--- config.mk ---
export PLATFORM = sky130hd
export DESIGN_NAME = pixclk_divcalc
export DESIGN_NICKNAME = d
export VERILOG_FILES = /design/src/rtl/pixclk_pkg.sv /design/src/rtl/pixclk_pdiv_sel.sv /design/src/rtl/pixclk_rdiv.sv /design/src/rtl/pixclk_divcalc.sv
export SDC_FILE = /design/constraint.sdc
export NUM_CORES = 1
export LEC_CHECK = 0
export BUFFER_PORTS_ARGS = -buffer_cell sky130_fd_sc_hd__buf_2
export CAP_MARGIN = 30
export CORE_ASPECT_RATIO = 0.75
export CORE_MARGIN = 2
export CORE_UTILIZATION = 30
export DETAILED_ROUTE_END_ITERATION = 7
export SLEW_MARGIN = 20
export SYNTH_ARGS = -nofsm -noshare
export SYNTH_HDL_FRONTEND = slang
export SYNTH_HIERARCHICAL = 1
export SYNTH_SLANG_ARGS = --single-unit
--- constraint.sdc ---
create_clock -name clk -period 12.9 [get_ports clk]
set_clock_uncertainty 0.1 [all_clocks]
set_input_delay 3.87 -clock clk [delete_from_list [all_inputs] [get_ports clk]]
set_output_delay 3.87 -clock clk [all_outputs]
set_load 0.005 [all_outputs]
--- src/rtl/pixclk_pkg.sv ---
package pixclk_pkg;

   // Post-divider code as placed in the control word; N = 2**code.
   typedef enum logic [1:0] {
      PDIV_1 = 2'd0,
      PDIV_2 = 2'd1,
      PDIV_4 = 2'd2,
      PDIV_8 = 2'd3
   } pdiv_code_e;

endpackage

--- src/rtl/pixclk_pdiv_sel.sv ---
module pixclk_pdiv_sel
   import pixclk_pkg::*;
#(
   parameter int unsigned FREQ_W = 32,
   parameter logic [FREQ_W-1:0] LIM_N8 = FREQ_W'(50169600),
   parameter logic [FREQ_W-1:0] LIM_N4 = FREQ_W'(100339199),
   parameter logic [FREQ_W-1:0] LIM_N2 = FREQ_W'(200678399)
) (
   input  logic [FREQ_W-1:0] fout,
   output pdiv_code_e        code
);

   // Thresholds are checked lowest first: the smallest band wins.
   always_comb begin
      if (fout < LIM_N8)      code = PDIV_8;
      else if (fout < LIM_N4) code = PDIV_4;
      else if (fout < LIM_N2) code = PDIV_2;
      else                    code = PDIV_1;
   end

endmodule

--- src/rtl/pixclk_rdiv.sv ---
module pixclk_rdiv #(
   parameter int unsigned DIVIDEND_W = 40,
   parameter int unsigned DIVISOR    = 921600,
   localparam int unsigned DVS_W     = $clog2(DIVISOR + 1),
   localparam int unsigned CNT_W     = $clog2(DIVIDEND_W)
) (
   input  logic                  clk,
   input  logic                  rst_n,
   input  logic                  load,
   input  logic [DIVIDEND_W-1:0] dividend,
   output logic [DIVIDEND_W-1:0] quotient,
   output logic                  fin
);

   localparam logic [DVS_W:0]   DVS      = (DVS_W+1)'(DIVISOR);
   localparam logic [CNT_W-1:0] LAST_BIT = CNT_W'(DIVIDEND_W - 1);

   logic [DIVIDEND_W-1:0] q_r;
   logic [DVS_W-1:0]      rem_r;
   logic [CNT_W-1:0]      cnt_r;
   logic                  run_r;
   logic                  fin_r;

   logic [DVS_W:0] trial;
   logic [DVS_W:0] diff;
   logic           fits;

   // One restoring step: bring down the next dividend bit, try subtract.
   always_comb begin
      trial = {rem_r, q_r[DIVIDEND_W-1]};
      diff  = trial - DVS;
      fits  = (trial >= DVS);
   end

   always_ff @(posedge clk) begin
      if (!rst_n) begin
         q_r   <= '0;
         rem_r <= '0;
         cnt_r <= '0;
         run_r <= 1'b0;
         fin_r <= 1'b0;
      end else if (load) begin
         q_r   <= dividend;
         rem_r <= '0;
         cnt_r <= '0;
         run_r <= 1'b1;
         fin_r <= 1'b0;
      end else if (run_r) begin
         q_r   <= {q_r[DIVIDEND_W-2:0], fits};
         rem_r <= fits ? diff[DVS_W-1:0] : trial[DVS_W-1:0];
         cnt_r <= cnt_r + 1'b1;
         if (cnt_r == LAST_BIT) begin
            run_r <= 1'b0;
            fin_r <= 1'b1;
         end
      end else begin
         fin_r <= 1'b0;
      end
   end

   assign quotient = q_r;
   assign fin      = fin_r;

endmodule

--- src/rtl/pixclk_divcalc.sv ---
module pixclk_divcalc
   import pixclk_pkg::*;
#(
   parameter int unsigned FREQ_W   = 32,
   parameter int unsigned REF_HZ   = 14745600,
   parameter int unsigned STEP_DIV = 16,
   parameter int unsigned DIV_W    = 40,
   parameter int unsigned M_W      = 9,
   parameter int unsigned WORD_W   = 16,
   parameter bit          SATURATE = 1'b1
) (
   input  logic              clk,
   input  logic              rst_n,
   input  logic              start,
   input  logic [FREQ_W-1:0] fout_hz,
   output logic              busy,
   output logic              done,
   output logic [WORD_W-1:0] ctrl_word,
   output logic              overflow
);

   localparam int unsigned STEP_HZ = REF_HZ / STEP_DIV;
   localparam int unsigned HALF_HZ = STEP_HZ / 2;

   // Elaboration-time parameter checks.
   if (DIV_W < FREQ_W + 4) begin : g_chk_divw
      $error("DIV_W must hold fout*8 plus half a step");
   end
   if (WORD_W < M_W + 2) begin : g_chk_word
      $error("WORD_W too small for code and multiplier");
   end
   if (STEP_HZ == 0) begin : g_chk_step
      $error("step frequency must be nonzero");
   end

   pdiv_code_e             sel_code;
   pdiv_code_e             code_r;
   logic [DIV_W-1:0]       dividend;
   logic [DIV_W-1:0]       quot;
   logic                   div_fin;
   logic                   accept;
   logic                   busy_r;
   logic                   done_r;
   logic                   ovf_r;
   logic [WORD_W-1:0]      word_r;
   logic                   m_big;
   logic [M_W-1:0]         m_field;

   pixclk_pdiv_sel #(.FREQ_W(FREQ_W)) u_sel (
      .fout (fout_hz),
      .code (sel_code)
   );

   // N is a power of two, so the scaling is a shift by the code.
   assign dividend = (DIV_W'(fout_hz) << sel_code) + DIV_W'(HALF_HZ);
   assign accept   = start && !busy_r;

   pixclk_rdiv #(.DIVIDEND_W(DIV_W), .DIVISOR(STEP_HZ)) u_div (
      .clk      (clk),
      .rst_n    (rst_n),
      .load     (accept),
      .dividend (dividend),
      .quotient (quot),
      .fin      (div_fin)
   );

   assign m_big = |quot[DIV_W-1:M_W];

   if (SATURATE) begin : g_sat
      assign m_field = m_big ? {M_W{1'b1}} : quot[M_W-1:0];
   end else begin : g_wrap
      assign m_field = quot[M_W-1:0];
   end

   always_ff @(posedge clk) begin
      if (!rst_n) begin
         code_r <= PDIV_1;
         busy_r <= 1'b0;
         done_r <= 1'b0;
         ovf_r  <= 1'b0;
         word_r <= '0;
      end else begin
         done_r <= 1'b0;
         if (accept) begin
            code_r <= sel_code;
            busy_r <= 1'b1;
         end else if (busy_r && div_fin) begin
            busy_r <= 1'b0;
            done_r <= 1'b1;
            ovf_r  <= m_big;
            word_r <= WORD_W'({code_r, m_field});
         end
      end
   end

   assign busy      = busy_r;
   assign done      = done_r;
   assign ctrl_word = word_r;
   assign overflow  = ovf_r;

endmodule

==> metrics.md, run 1 <==
| Metric | Value |
|---|---|
| Outcome | `complete, no violations` |
| Commonest cells in the netlist | `dfxtp_1 (84), nand2_1 (83), mux2i_1 (68)` |
| Via count | `5044` |
| Top-area cell type share of the netlist area | `28.95%` |
| Post-Syn Area | `5808 um2` |
| MaxCap Viol Count | `0` |
| N_diodes | `0` |
| TritonCTS buffer count | `9` |
| Initial Utilization | `30.32%` |
| Worst hold path class | `register to register` |
| PortBufs | `48` |
| Syn-to-layout area delta | `12.41%` |
| Number of DRC markers in iteration 0 | `392` |
| Final setup violation count | `0` |
| Global-route wire length before repair | `22880 um` |
| P_leak | `2.382 nW` |
| Vias per cell | `5.142` |
| Vias in the first global route | `4546` |
| Antenna Nets Post-Route | `0` |
| Cell with the most instances after synthesis | `dfxtp_1` |
| DPL Wire Length | `9501 um` |
| Fmax | `114.5 MHz` |
| Core ar. | `19160 um2` |
| Initial antenna violation count | `0` |
| Worst-path cell chain | `buf_2, or3_4, or3_1, o211ai_1, and3_2, buf_4, o21ai_4, buf_4, inv_1, a211oi_1, a21oi_1, ha_1, o21ai_1, o21ai_1, a21boi_4, or3_4, nor4b_2, a211oi_1, nand2_1, o21ai_0, and2_1` |
| Worst slew pin tran | `0.8719 ns` |
| Crit. End Element | `register` |
| Drt wl/cell | `13.73 um` |
| Synth area leader | `dfxtp_1` |
| Endpoints failing hold | `0` |
| # IOs | `54` |
| Mapped Cells | `697` |
| Final instance area | `6529 um2` |
| Gpl congestion | `0.7877` |
| Postcts setup bufs | `0` |
| RSZ-0062 raised after global routing | `no` |
| Place WS | `3.859 ns` |
| Post-route setup slack | `4.163 ns` |
| Crit share post-route | `67.73%` |
| Total grt overflow | `0` |
| VDD IR-drop max | `0.07512 mV` |
| Rows | `44` |
| Primary FF master, synth | `dfxtp_1` |
| CP max stage cell | `inv_1` |
| Tmin final | `8.737 ns` |
| Full die area | `20500 um2` |
| Ranking of synthesized cells by area | `dfxtp_1 (29%), mux2i_1 (12%), o21ai_0 (5.4%)` |
| Max Root-Sink Buffers | `2` |
| Mapped Avg Cell Area | `8.333 um2` |
| Die height | `124.5 um` |
| Nets@finish | `762` |
| CP max stage delay | `0.57 ns` |
| Synth Register Bits | `84` |
| Largest net degree at the start of global routing | `87` |
| YS warnings | `6` |
| Pre-Repair DR Iteration Count | `5` |
| Die Width | `164.7 um` |
| Crit-path max FO | `59` |
| Startpoint Class | `primary input` |
| Share of cells above drive strength 1 | `17.31%` |
| H-tree Lvls | `3` |
| CTS tree | `built` |
| Fin Setup TNS | `0 ns` |
| Clk slew on worst S/H paths | `0.06 ns` |
| Cell Pwr Density | `99.76 nW/um2` |
| Hold slack | `0.3730 ns` |
| Global Route Usage Sum | `13.27%` |
| Post-synth EDFFs | `0` |
| Skew-Pair Late Insertion Delay | `0.33 ns` |
| Wirelength, routed | `13470 um` |
| Root buf cell | `clkbuf_16` |
| Arr. time, crit path | `8.87 ns` |
| Post-Layout Cell Count | `981` |
| Slew Viols, Final | `0` |
| Sequential-to-total area share from yosys stat | `28.95%` |
| WS Path Type | `primary input to register` |
| Ys async rst share | `0%` |
| # hold bufs at CTS | `0` |
| Placed cell areas | `6226 um2` |
| Relative slew slack | `41.87%` |
| CP required | `13.03 ns` |
| Count of cell types in the netlist | `85` |
| # resized after CTS | `0` |
| CTS sink cnt | `84` |
| # DRC | `0` |
| Number of instances in the placed design | `965` |
-- state kept, by name, indices dropped and copies added, names as in the netlist --
register,flops
u_div/rem_r,20
done,1
u_div/run_r,1
code_r,2
ctrl_word,11
u_div/cnt_r,6
u_div/fin,1
busy,1
u_div/quotient,40
overflow,1
-- metrics by stage --
step / util, % / power (mW)
finish: 34.08 / 0.6513
global route: 34.08 / 0.6847
CTS: 34.08 / 0.6591
detailed placement: 32.50 / 0.3966
global placement: 32.35 / 0.3954
floorplan: - / 0.3666
-- worst paths after layout --
path / start / end / slack, ns / cells after the start
max reg2reg: u_div/quotient[10] / ctrl_word[0] / 10.45 / 5
max: fout_hz[15] / u_div/quotient[29] / 4.16 / 21
min reg2reg: u_div/rem_r[19] / u_div/rem_r[19] / 0.37 / 2
min: u_div/rem_r[19] / u_div/rem_r[19] / 0.37 / 2
-- routing by layer --
metal | global-route usage, % | vias up | wire, um | part of all wire, %
met5 | 0 | - | 0 | 0
met4 | 1.739 | 0 | 57 | 0.42
met3 | 2.564 | 7 | 442 | 3.3
met2 | 19.32 | 69 | 5649 | 42
met1 | 20.53 | 2395 | 7316 | 54
li1 | - | 2573 | - | -
-- cell type report --
| class | instances | area [um2] |
|---|---|---|
| Fill cell | 2026 | 12630 |
| Multi-Input combinational cell | 564 | 3885 |
| Sequential cell | 84 | 1685 |
| Tap cell | 253 | 316.6 |
| Timing Repair Buffer | 53 | 297.8 |
| Clock buffer | 12 | 246.5 |
| Clock inverter | 4 | 56.30 |
| Inverter | 11 | 41.29 |
-- critical path, delay by kind of cell --
kind,cells,cell delay [ns]
fa+ha+maj,1,0.26
buf+inv,4,1.57
compound gates,9,1.25
simple gates,7,1.87
-- layout by cell type (no fill, tap or decap), types with 3 or more instances in the layout --
cell / Yosys / layout
dfxtp_1: 84 / 83
and2_1: 43 / 43
ha_1: 4 / 4
o21ai_1: 4 / 4
mux2i_1: 68 / 68
nor4_1: 10 / 10
buf_2: 12 / 48
a21boi_0: 5 / 5
nand2b_1: 7 / 7
o221a_2: 9 / 9
or3_1: 4 / 4
a211oi_1: 11 / 11
nand2_1: 83 / 83
xnor2_1: 12 / 12
xor2_1: 10 / 10
a21oi_1: 24 / 24
mux2_2: 15 / 15
nand4_1: 15 / 15
o21ai_0: 63 / 63
mux4_2: 7 / 7
nor3_1: 9 / 9
and3_1: 7 / 7
nand3_1: 18 / 18
nor2b_1: 9 / 8
o211a_1: 4 / 4
nor2_1: 49 / 49
buf_4: 7 / 4
inv_1: 10 / 10
a31oi_1: 5 / 5
clkbuf_16: 0 / 9
o22ai_1: 3 / 3
conb_1: 1 / 9
-- power by group --
| part | switching (mW) | internal (mW) | total (mW) | leakage, nW |
|---|---|---|---|---|
| Sequential | 0.0122 | 0.270 | 0.282 | 0.684 |
| Clock | 0.103 | 0.157 | 0.260 | 0.148 |
| Combinational | 0.0614 | 0.0479 | 0.109 | 1.55 |
| Total | 0.176 | 0.475 | 0.651 | 2.38 |
-- logic make-up after synthesis --
| family | count (synthesis) | share of synthesized area, % |
|---|---|---|
| XOR/XNOR | 22 | 3.317 |
| other | 1 | 0.06457 |
| AO/OA/AOI/OAI | 158 | 18.40 |
| flip-flops | 84 | 28.95 |
| adder cells (fa/ha/maj) | 4 | 0.8617 |
| multiplexers | 91 | 17.58 |
| buffers and inverters | 57 | 4.933 |
| AND/OR/NAND/NOR | 280 | 25.89 |
No activity file was read; power rests on OpenSTA's default activity.
==> run 2, diff against run 1 <==
clock period = 7.95 ns   (was 12.9 ns; I/O delays follow)
==> metrics.md, run 2 (synthesis results as in run 1) <==
| Metric | Value |
|---|---|
| Vias in the first global route | `4550 (+0.088%)` |
| # IOs | `54 (unchanged)` |
| Pre-Repair DR Iteration Count | `5 (unchanged)` |
| Share of cells above drive strength 1 | `17.58% (+0.27 points)` |
| Global-route wire length before repair | `22270 um (-2.7%)` |
| WS Path Type | `primary input to register` |
| Initial Utilization | `30.32% (unchanged)` |
| Tmin final | `6.535 ns` |
| Clk slew on worst S/H paths | `0.06 ns (about the same)` |
| Logic pwr share | `16.4% (-0.4 points)` |
| VDD IR-drop max | `0.1205 mV (+60%)` |
| Root buf cell | `clkbuf_16` |
| MaxCap Viol Count | `0 (unchanged)` |
| Postcts setup bufs | `0 (unchanged)` |
| Wirelength, routed | `13450 um (-0.13%)` |
| CTS tree | `built` |
| Rows | `44 (unchanged)` |
| Max Root-Sink Buffers | `2 (unchanged)` |
| Slew Viols, Final | `0 (unchanged)` |
| Internal power | `0.8030 mW (+69%)` |
| Number of DRC markers in iteration 0 | `299 (-24%)` |
| Outcome | `complete, no violations` |
| Drt wl/cell | `13.71 um (-0.13%)` |
| Worst slew pin tran | `0.8784 ns (+0.006515 ns)` |
| Fin Setup TNS | `0 ns (unchanged)` |
| RSZ-0062 raised after global routing | `no` |
| Global Route Usage Sum | `13.06% (-0.22 points)` |
| Syn-to-layout area delta | `13.01%` |
| Register share of total power | `42.3% (-1.0 points)` |
| P_leak | `2.401 nW (+0.82%)` |
| Max FFs per register | `40 (unchanged)` |
| DPL Wire Length | `9557 um (+0.59%)` |
| Gpl congestion | `0.8012 (+1.7%)` |
| Total power | `1.083 mW (+66%)` |
| Final setup violation count | `0 (unchanged)` |
| N_diodes | `0 (unchanged)` |
| Initial antenna violation count | `0 (unchanged)` |
| Largest net degree at the start of global routing | `87 (unchanged)` |
| Clock share of power | `41.3% (+1.4 points)` |
| PortBufs | `48 (unchanged)` |
| Worst hold path class | `register to register` |
| Antenna Nets Post-Route | `0 (unchanged)` |
| Via count | `5016 (-0.56%)` |
| # DRC | `0 (unchanged)` |
| CTS sink cnt | `84 (unchanged)` |
| # hold bufs at CTS | `0 (unchanged)` |
| Crit share post-route | `82.20%` |
| Net Switching | `0.2800 mW (+59%)` |
| Core ar. | `19160 um2 (unchanged)` |
| H-tree Lvls | `3 (unchanged)` |
| Endpoints failing hold | `0 (unchanged)` |
| Arr. time, crit path | `6.67 ns (-2.20 ns)` |
| Die height | `124.5 um (unchanged)` |
| Relative slew slack | `41.44% (-0.43 points)` |
| # resized after CTS | `0 (unchanged)` |
| Commonest non-fill, non-tap cells in the layout | `nand2_1 (83), dfxtp_1 (83), mux2i_1 (68)` |
| Final instance area | `6564 um2 (+0.54%)` |
| Switching portion of total power | `25.85% (-1.2 points)` |
| Crit. End Element | `register` |
| Startpoint Class | `primary input` |
| Full die area | `20500 um2 (unchanged)` |
| Placed cell areas | `6233 um2 (+0.12%)` |
| Nets@finish | `763 (+0.13%)` |
| Fmax | `153.0 MHz` |
| Skew-Pair Late Insertion Delay | `0.34 ns (about the same)` |
| Die Width | `164.7 um (unchanged)` |
| CP required | `8.09 ns (-4.94 ns)` |
| Total grt overflow | `0 (unchanged)` |
| Cell Pwr Density | `165.0 nW/um2 (+65%)` |
| Vias per cell | `5.113 (-0.56%)` |
| Crit-path max FO | `22 (-63%)` |
| TritonCTS buffer count | `9 (unchanged)` |
run 2: area by class of cell:
type / count / area [um2]
clock buffer: 13 / 291.5
clock inverter: 2 / 38.79
fill: 2005 / 12590
inverter: 11 / 41.29
multi-input combinational: 564 / 3885
sequential: 84 / 1685
tap: 253 / 316.6
timing repair buffer: 54 / 305.3
run 2: path summary, 6_finish.rpt:
path                    start                  to  slack [ns]  cells past startpoint
setup reg to reg         busy     u_div/rem_r[12]        5.45                      5
hold reg to reg     u_div/fin           u_div/fin        0.38                      2
hold / removal      u_div/fin           u_div/fin        0.38                      2
setup / recovery  fout_hz[20]  u_div/quotient[29]        1.41                     18
run 2: per-layer routing:
metal | vias up | track usage, % | wire, um
met1 | 2342 | 19.62 | 7200
li1 | 2577 | - | -
met2 | 88 | 19.32 | 5578
met5 | - | 0 | 0
met3 | 9 | 2.764 | 596
met4 | 0 | 2.148 | 73
run 2: metrics by stage:
stage	hold slack, ns	setup WS [ns]	cells	util, %
2_1_floorplan	0.3402	1.571	705	-
3_3_place_gp	0.3655	1.192	965	32.39
3_5_place_dp	0.3706	1.094	966	32.54
4_1_cts	0.3806	1.444	981	34.26
5_1_grt	0.4002	1.045	981	34.26
6_report	0.3796	1.415	981	34.26
run 2: power by group through the flow:
stage	Combinational, mW	Clock, mW	Sequential [mW]
finish	0.177	0.447	0.458
CTS	0.177	0.459	0.458
detailed placement	0.176	0	0.467
floorplan	0.137	0	0.458
global route	0.199	0.476	0.461
global placement	0.166	0	0.475
run 2: worst max-delay path: stages:
cell and delay [ns]:
buf_2 0.12, nand4_1 0.18, nor4_1 0.45, o211ai_1 0.14, and3_2 0.39, o21ai_4 0.55, inv_1 0.27, a21oi_1 0.29
ha_1 0.27, o21ai_1 0.13, o21ai_1 0.25, a21boi_4 0.14, or3_4 0.41, nor4b_2 0.27, a211oi_1 0.07, nand2_1 0.09
o21ai_0 0.08, and2_1 0.18
==> run 3, diff against run 2 <==
ABC_AREA = 1   (was default)
clock period = 5.5 ns   (was 7.95 ns; I/O delays follow)
==> metrics.md, run 3 <==
| Metric | Value |
|---|---|
| Root buf cell | `clkbuf_16` |
| Top-area cell type share of the netlist area | `27.48% (-1.5 points)` |
| Nets@finish | `1075 (+41%)` |
| Wirelength, routed | `15160 um (+13%)` |
| Post-Syn Area | `6120 um2 (+5.4%)` |
| FILL cells | `2226 (+11%)` |
| CP required | `5.63 ns (-2.46 ns)` |
| Crit path max-delay family | `simple AND/OR/NAND/NOR gates` |
| Via count | `6096 (+22%)` |
| VDD IR-drop max | `0.1486 mV (+23%)` |
| Die Width | `168.9 um (+2.6%)` |
| Antenna Nets Post-Route | `0 (unchanged)` |
| Rows | `45 (+2.3%)` |
| Fmax | `226.8 MHz` |
| Sequential-to-total area share from yosys stat | `27.48% (-1.5 points)` |
| Initial antenna violation count | `0 (unchanged)` |
| Cell Pwr Density | `236.2 nW/um2 (+43%)` |
| Initial Utilization | `30.45% (+0.13 points)` |
| Number of instances in the placed design | `1282 (+33%)` |
| Mapped Avg Cell Area | `6.089 um2 (-27%)` |
| Slew Viols, Final | `0 (unchanged)` |
| Crit. End Element | `register` |
| Primary FF master, synth | `dfxtp_1` |
| Cell mode on critical path | `nand2_1` |
| Max Root-Sink Buffers | `2 (unchanged)` |
| Ranking of synthesized cells by area | `dfxtp_1 (27%), nand2_1 (18%), inv_1 (9.1%)` |
| CP bufs+invs | `8 (+6)` |
| DPL Wire Length | `11330 um (+19%)` |
| Vias in the first global route | `5534 (+22%)` |
| Arr. time, crit path | `4.53 ns (-2.14 ns)` |
| Largest net degree at the start of global routing | `56 (-36%)` |
| Max FFs per register | `40 (unchanged)` |
| # hold bufs at CTS | `0 (unchanged)` |
| Post-synth EDFFs | `0 (unchanged)` |
| Pre-Repair DR Iteration Count | `5 (unchanged)` |
| Mapped Cells | `1005 (+44%)` |
| Endpoints failing hold | `0 (unchanged)` |
| WS Path Type | `primary input to register` |
| Core ar. | `20100 um2 (+4.9%)` |
| Crit-path max FO | `13 (-41%)` |
| Number of DRC markers in iteration 0 | `491 (+64%)` |
| Tmin final | `4.409 ns` |
| # resized after CTS | `0 (unchanged)` |
| RSZ-0062 raised after global routing | `no` |
| Commonest non-fill, non-tap cells in the layout | `nand2_1 (301), inv_1 (148), nor2_1 (101)` |
| H-tree Lvls | `3 (unchanged)` |
| Global Route Usage Sum | `14.39% (+1.3 points)` |
| Total grt overflow | `0 (unchanged)` |
| Ys async rst share | `0% (unchanged)` |
| Share of cells above drive strength 1 | `14.41% (-3.2 points)` |
| CTS sink cnt | `84 (unchanged)` |
| Synth Register Bits | `84 (unchanged)` |
| Count of cell types in the netlist | `45 (-47%)` |
| MaxCap Viol Count | `0 (unchanged)` |
| Synth area leader | `dfxtp_1` |
| Drt wl/cell | `11.67 um (-15%)` |
| Fin Setup TNS | `0 ns (unchanged)` |
| Gpl congestion | `0.9277 (+16%)` |
| Startpoint Class | `primary input` |
| Crit share post-route | `80.16%` |
| YS warnings | `6 (unchanged)` |
| N_diodes | `0 (unchanged)` |
| Worst slew pin tran | `0.8076 ns (-0.07084 ns)` |
| Full die area | `21570 um2 (+5.2%)` |
| CP max stage delay | `0.24 ns (-0.31 ns)` |
| Die height | `127.7 um (+2.6%)` |
| Post-Layout Cell Count | `1299 (+32%)` |
| TritonCTS buffer count | `9 (unchanged)` |
| Final setup violation count | `0 (unchanged)` |
| Vias per cell | `4.693 (-8.2%)` |
| P_leak | `3.240 nW (+35%)` |
| Clk slew on worst S/H paths | `0.06 ns (about the same)` |
| # IOs | `54 (unchanged)` |
| Worst hold path class | `register to register` |
| # DRC | `0 (unchanged)` |
| Outcome | `complete, no violations` |
| Cell with the most instances after synthesis | `nand2_1` |
| Postcts setup bufs | `0 (unchanged)` |
| Commonest cells in the netlist | `nand2_1 (301), inv_1 (148), nor2_1 (102)` |
| Global-route wire length before repair | `25860 um (+16%)` |
| CP max stage cell | `buf_4` |
| PortBufs | `48 (unchanged)` |
| Relative slew slack | `46.03% (+4.6 points)` |
| CTS tree | `built` |
| Skew-Pair Late Insertion Delay | `0.33 ns (about the same)` |
| Syn-to-layout area delta | `11.35%` |
| Commonest non-fill, non-tap cell in the layout | `nand2_1` |
run 3: power breakdown:
part,internal [mW],total [mW],switching [mW]
clock network,0.401,0.652,0.251
registers,0.635,0.652,0.0174
logic,0.0990,0.305,0.206
run 3: cells by family after synthesis:
kind of cell	after synthesis	synth area share [%]
simple gates	572	42.61
fa+ha+maj	4	0.8179
buf+inv	202	14.43
mux	6	0.9814
flops	84	27.48
xor+xnor	12	1.717
compound gates	124	11.90
other cells	1	0.06128
run 3: path summary, 6_finish.rpt:
check | start | to | slack (ns) | cells after the start
setup / recovery | fout_hz[30] | u_div/quotient[29] | 1.09 | 29
hold / removal | code_r[1] | ctrl_word[10] | 0.35 | 2
setup reg to reg | busy | u_div/quotient[14] | 3.13 | 7
hold reg to reg | code_r[1] | ctrl_word[10] | 0.35 | 2
run 3: worst min-delay path, delay by kind of cell (launching register included):
kind / cells / cell delay (ns)
and+or+nand+nor: 2 / 0.10
DFF: 1 / 0.31
run 3: final cells by class:
| class | instances | area [um2] | share of cell area [%] |
|---|---|---|---|
| multi-input combinational | 727 | 3592 | 52.72 |
| sequential | 84 | 1682 | 24.68 |
| inverter | 158 | 598.1 | 8.777 |
| tap | 258 | 322.8 | 4.737 |
| timing repair buffer | 56 | 297.8 | 4.370 |
| clock buffer | 9 | 225.2 | 3.305 |
| clock inverter | 7 | 96.34 | 1.414 |
run 3: metrics by stage:
| stage | instance area, um2 | utilization, % | total power, mW | setup slack (ns) | hold WS [ns] |
|---|---|---|---|---|---|
| 3_5_place_dp | 6487 | 32.28 | 0.9698 | 0.8009 | 0.3451 |
| 3_3_place_gp | 6487 | 32.28 | 0.9679 | 0.8856 | 0.3428 |
| 6_report | 6814 | 33.90 | 1.609 | 1.091 | 0.3513 |
| 5_1_grt | 6814 | 33.90 | 1.702 | 0.6998 | 0.3782 |
| 4_1_cts | 6809 | 33.87 | 1.626 | 1.135 | 0.3541 |
| 2_1_floorplan | 6150 | - | 0.8970 | 1.353 | 0.3136 |
run 3: layer usage:
layer  global-route usage [%]  wire length [um]  up-vias
li1                         -                 -     3202
met3                    2.686               596       10
met5                        0                 0        -
met4                    2.434               116        0
met1                    20.50              7817     2774
met2                    22.95              6625      110
